===== src/rtl/romSlavePkg.sv =====
package romSlavePkg;

  // Bus function codes
  typedef enum logic [1:0] {
    FN_MEM_RD = 2'b00,
    FN_MEM_WR = 2'b01,
    FN_IO_RD  = 2'b10,
    FN_IO_WR  = 2'b11
  } busFunc_t;

  // Strobes from control to datapath
  typedef struct packed {
    logic capture;  // load the addressed word this edge
    logic drive;    // present the held word on dataOut
  } ctrlStrobe_t;

endpackage


===== src/rtl/romSlaveDecode.sv =====
module romSlaveDecode #(
  parameter int ADDR_W     = 8,
  parameter int IDX_W      = 4,
  parameter int BASE_ADDR  = 0,
  parameter bit ADDR_FIRST = 1'b1
) (
  input  logic              cycValid,
  input  logic [ADDR_W-1:0] busAddr,
  input  logic [1:0]        busFunc,
  output logic              fullHit
);
  import romSlavePkg::*;

  localparam int TAG_W = ADDR_W - IDX_W;
  localparam logic [ADDR_W-1:0] BASE_VEC = ADDR_W'(BASE_ADDR);
  localparam logic [TAG_W-1:0]  BASE_TAG = BASE_VEC[ADDR_W-1:IDX_W];

  logic addrOk;
  logic funcOk;
  logic firstLvl;

  assign addrOk = (busAddr[ADDR_W-1:IDX_W] == BASE_TAG);
  assign funcOk = (busFunc == FN_MEM_RD);

  // Level one is qualified by the strobe and enables level two
  generate
    if (ADDR_FIRST) begin : gAddrFirst
      assign firstLvl = cycValid & addrOk;
      assign fullHit  = firstLvl & funcOk;
    end else begin : gFuncFirst
      assign firstLvl = cycValid & funcOk;
      assign fullHit  = firstLvl & addrOk;
    end
  endgenerate

endmodule


===== src/rtl/romSlaveCtrl.sv =====
module romSlaveCtrl #(
  parameter int ADDR_W     = 8,
  parameter int IDX_W      = 4,
  parameter int BASE_ADDR  = 0,
  parameter bit ADDR_FIRST = 1'b1
) (
  input  logic                      clk,
  input  logic                      rstN,
  input  logic                      cycValid,
  input  logic [ADDR_W-1:0]         busAddr,
  input  logic [1:0]                busFunc,
  output romSlavePkg::ctrlStrobe_t  strobe,
  output logic                      ack
);

  logic fullHit;
  logic ackQ;

  romSlaveDecode #(
    .ADDR_W    (ADDR_W),
    .IDX_W     (IDX_W),
    .BASE_ADDR (BASE_ADDR),
    .ADDR_FIRST(ADDR_FIRST)
  ) uDecode (
    .cycValid(cycValid),
    .busAddr (busAddr),
    .busFunc (busFunc),
    .fullHit (fullHit)
  );

  always_ff @(posedge clk) begin
    if (!rstN) ackQ <= 1'b0;
    else       ackQ <= fullHit;
  end

  always_comb begin
    strobe.capture = fullHit;
    strobe.drive   = ackQ;
  end

  assign ack = ackQ;

endmodule


===== src/rtl/romSlaveData.sv =====
module romSlaveData #(
  parameter int DATA_W = 8,
  parameter int IDX_W  = 4
) (
  input  logic                      clk,
  input  logic                      rstN,
  input  logic [IDX_W-1:0]          wordIdx,
  input  romSlavePkg::ctrlStrobe_t  strobe,
  output logic [DATA_W-1:0]         dataOut,
  output logic                      dataEn
);

  localparam int DEPTH = 1 << IDX_W;

  logic [DATA_W-1:0] romWord [DEPTH];
  logic [DATA_W-1:0] dataQ;

  // Contents count downward from DEPTH-1 at index 0
  generate
    for (genvar i = 0; i < DEPTH; i++) begin : gRom
      assign romWord[i] = DATA_W'(DEPTH - 1 - i);
    end
  endgenerate

  always_ff @(posedge clk) begin
    if (!rstN)              dataQ <= '0;
    else if (strobe.capture) dataQ <= romWord[wordIdx];
  end

  assign dataEn  = strobe.drive;
  assign dataOut = strobe.drive ? dataQ : '0;

endmodule


===== src/rtl/romSlaveTop.sv =====
module romSlaveTop #(
  parameter int ADDR_W     = 8,
  parameter int DATA_W     = 8,
  parameter int IDX_W      = 4,
  parameter int BASE_ADDR  = 0,
  parameter bit ADDR_FIRST = 1'b1
) (
  input  logic              clk,
  input  logic              rstN,
  input  logic [ADDR_W-1:0] busAddr,
  input  logic [1:0]        busFunc,
  input  logic              cycValid,
  output logic [DATA_W-1:0] dataOut,
  output logic              dataEn,
  output logic              ack
);
  import romSlavePkg::*;

  ctrlStrobe_t strobe;

  romSlaveCtrl #(
    .ADDR_W    (ADDR_W),
    .IDX_W     (IDX_W),
    .BASE_ADDR (BASE_ADDR),
    .ADDR_FIRST(ADDR_FIRST)
  ) uCtrl (
    .clk     (clk),
    .rstN    (rstN),
    .cycValid(cycValid),
    .busAddr (busAddr),
    .busFunc (busFunc),
    .strobe  (strobe),
    .ack     (ack)
  );

  romSlaveData #(
    .DATA_W(DATA_W),
    .IDX_W (IDX_W)
  ) uData (
    .clk    (clk),
    .rstN   (rstN),
    .wordIdx(busAddr[IDX_W-1:0]),
    .strobe (strobe),
    .dataOut(dataOut),
    .dataEn (dataEn)
  );

endmodule


===== config.mk =====
export PLATFORM = sky130hd
export DESIGN_NAME = romSlaveTop
export DESIGN_NICKNAME = d
export VERILOG_FILES = /design/src/rtl/romSlavePkg.sv /design/src/rtl/romSlaveDecode.sv /design/src/rtl/romSlaveCtrl.sv /design/src/rtl/romSlaveData.sv /design/src/rtl/romSlaveTop.sv
export SDC_FILE = /design/constraint.sdc
export NUM_CORES = 1
export LEC_CHECK = 0
export BUFFER_PORTS_ARGS = -buffer_cell sky130_fd_sc_hd__buf_2
export CORE_AREA = 4 4 41 43
export DETAILED_ROUTE_END_ITERATION = 10
export DIE_AREA = 0 0 45 47
export PLACE_DENSITY = 0.45
export SYNTH_ARGS = -nofsm -noshare
export SYNTH_HDL_FRONTEND = slang
export SYNTH_SLANG_ARGS = --single-unit

===== constraint.sdc =====
create_clock -name clk -period 2.3 [get_ports clk]
set_clock_uncertainty 0.2 [all_clocks]
set_input_delay 0.115 -clock clk [delete_from_list [all_inputs] [get_ports clk]]
set_output_delay 0.115 -clock clk [all_outputs]
set_load 0.01 [all_outputs]

==> metrics <==
postcts setup bufs 0; Congestion Overflow GR 0; Layout Nets 71; Critical Path AT 1470 ps; post-synth top area share between 30 and 40%; initial antenna violation count 0; maximum net fanout on the critical path 6; largest net degree at the start of global routing 7; Worst Setup End Kind register; startpoint types primary input; Max stage delay cell, worst path dlygate4sd3_1; top_reg_cell synth dfxtp_1; Yosys warning count 0; Post-synth top cells 5 x buf_4, 5 x dfxtp_1, 4 x a211oi_1, 4 x a21oi_1, 4 x and2_1; Placed Area 351.6 um2; CP bufs+invs 2; worst hold slack 66.37 ps; # DRC 0; port bufs 18; GPL Wtd Cong 0.7509; drt pass-1 iters 2; outcome finished clean; RSZ-0062 raised after global routing no; Finish-stage setup viols 0; VDD IR-drop max between 0.15 and 0.2 mV; DR iter-0 viols 2; setup_tns 0 ps; Antenna Diode Count 0; kind of critical path in -> reg; CP required 2220 ps; Site Rows 13; crit share post-route 67.37%; wire length after detailed routing 632 um; per-cell routed wire length roughly 8.8 um; vias in the first global route 285; fin crit period between 1500 and 2000 ps; delay-heaviest family, CP buffers and inverters; Hold Crit Start busAddr[6]; worst path cell trace buf_2, nor4b_4, and2_2, a211oi_1, dlygate4sd3_1; fmax 0.6454 GHz; H-tree depth 1; Die Span Y ~47 um; final hold violations 0; CTS tree done; vias 291; DIE AREA 2115 um2; Clock Root Buffer clkbuf_4; Routed Antenna Nets 0; Pwr Density 457.7 nW/um2; detailed-route vias per instance about 4.0; FF-to-FF setup slack just under 900 ps; maximum clock insertion buffer count 2; initial core utilization 20.67%; fraction of registers with async set/reset 0%; synthesized flop and latch total 5; capture endpoint of the worst hold path uCtrl.ack$_SDFF_PN0_; cell area after layout 467.9 um2; Post-Syn Area 269.0 um2; layout cells sized above 1 43.86%; RR Startpoint uData.dataQ[0]$_SDFFE_PN0P_; leak pwr 0.0002364 uW; Total Routing Usage GR 7.662%; CTS Buf Count 3; syn avg cell area 9.607 um2; Chip Width approximately 45 um; Max Cap Viol 0; Skew-Pair Late Insertion Delay 240 ps; area leader, netlist dfxtp_1; EDFF count, synth 0; first-pass GRT wire length roughly 1000 um; fillers 143; Worst-path clk slew approximately 40 ps; core area 1301 um2; Worst Hold Class in -> reg; layout overhead on the synthesized area 73.95%; fin. max-slew vios 0; hold depth 3; clock sink count 5; sequential share of the synthesized area around 37%; reg2reg path depth 3; r2r endpoint uData.dataQ[0]$_SDFFE_PN0P_; IO Count 23; Post-Syn Instances 28; Yosys cell types 11; CP max stage delay around 550 ps; synth top area cells dfxtp_1 37%, buf_4 14%, a211oi_1 11%
-- through the flow --
| stage | total power (uW) | util, % | instances | setup slack [ps] |
|---|---|---|---|---|
| final | 214.2 | 35.96 | 72 | 750.5 |
| after global routing | 231.6 | 35.96 | 72 | 666.2 |
| after CTS | 220.9 | 35.96 | 72 | 764.7 |
| after detailed placement | 110.2 | 27.02 | 59 | 1051 |
| after global placement | 109.9 | 27.02 | 59 | 1051 |
| after floorplan | 102.4 | - | 31 | 1243 |
-- kinds of logic after synthesis --
logic type / synth area share (%)
AOI/OAI and AO/OA: 18.61
buffers and inverters: 15.35
DFF: 37.21
other: 1.394
and+or+nand+nor: 27.44
-- metal layers --
metal | GRT usage (%) | vias to the layer above | wire length, um
met3 | 2.682 | 4 | 80
met4 | 12.28 | 0 | 27
met1 | 7.273 | 121 | 244
met5 | 0 | - | 0
met2 | 10.45 | 20 | 278
li1 | - | 146 | -
-- repair_timing --
action                                 in CTS  in global routing
hold buffers                                9                  0
resized for setup                           0                  0
endpoints found under the hold margin       5                  0
-- worst max-delay path by stage --
stage                     cells after the start                           to  startpoint  slack [ps]
after floorplan                               3  uData.dataQ[0]$_SDFFE_PN0P_  busAddr[6]        1240
after global placement                        4  uData.dataQ[2]$_SDFFE_PN0P_  busAddr[6]        1050
after detailed placement                      4  uData.dataQ[2]$_SDFFE_PN0P_  busAddr[6]        1050
after CTS                                     5  uData.dataQ[3]$_SDFFE_PN0P_  busAddr[6]         760
after global routing                          5  uData.dataQ[3]$_SDFFE_PN0P_  busAddr[6]         670
final                                         5  uData.dataQ[0]$_SDFFE_PN0P_  busAddr[6]         750
-- state kept, by name (all words and copies together), names as in the netlist --
name         flops
uCtrl.ack        1
uData.dataQ      4
-- layout make-up --
class                      instances  area, um2  share of cell area [%]
clock buffer                       4      26.28                   5.615
inverter                           1      3.754                  0.8021
multi-input combinational         20      138.9                   29.68
sequential                         5      100.1                   21.39
tap                               15      18.77                   4.011
timing repair buffer              27      180.2                   38.50
-- layout by cell type, fill, tap and decap left out --
cell / instances
a211oi_1: 4
a21oi_1: 4
and2_1: 4
and2_2: 1
and3_2: 1
buf_2: 18
clkbuf_1: 1
clkbuf_4: 3
conb_1: 4
dfxtp_1: 5
dlygate4sd3_1: 9
inv_1: 1
nor3_2: 1
nor4b_4: 1
-- worst min-delay path, delay by kind of cell --
family | cells | cell delay, ps
simple gates | 2 | 240
buf+inv | 1 | 100
-- power breakdown --
part	internal [uW]	total, uW	leakage (uW)	switching (uW)
Sequential	87.6	87.9	0.0000403	0.295
Combinational	16.1	27.9	0.000181	11.8
Clock	65.4	98.4	0.0000150	33.0
Total	169	214	0.000236	45.1
Note: power is estimated with default switching activity, not from simulation.
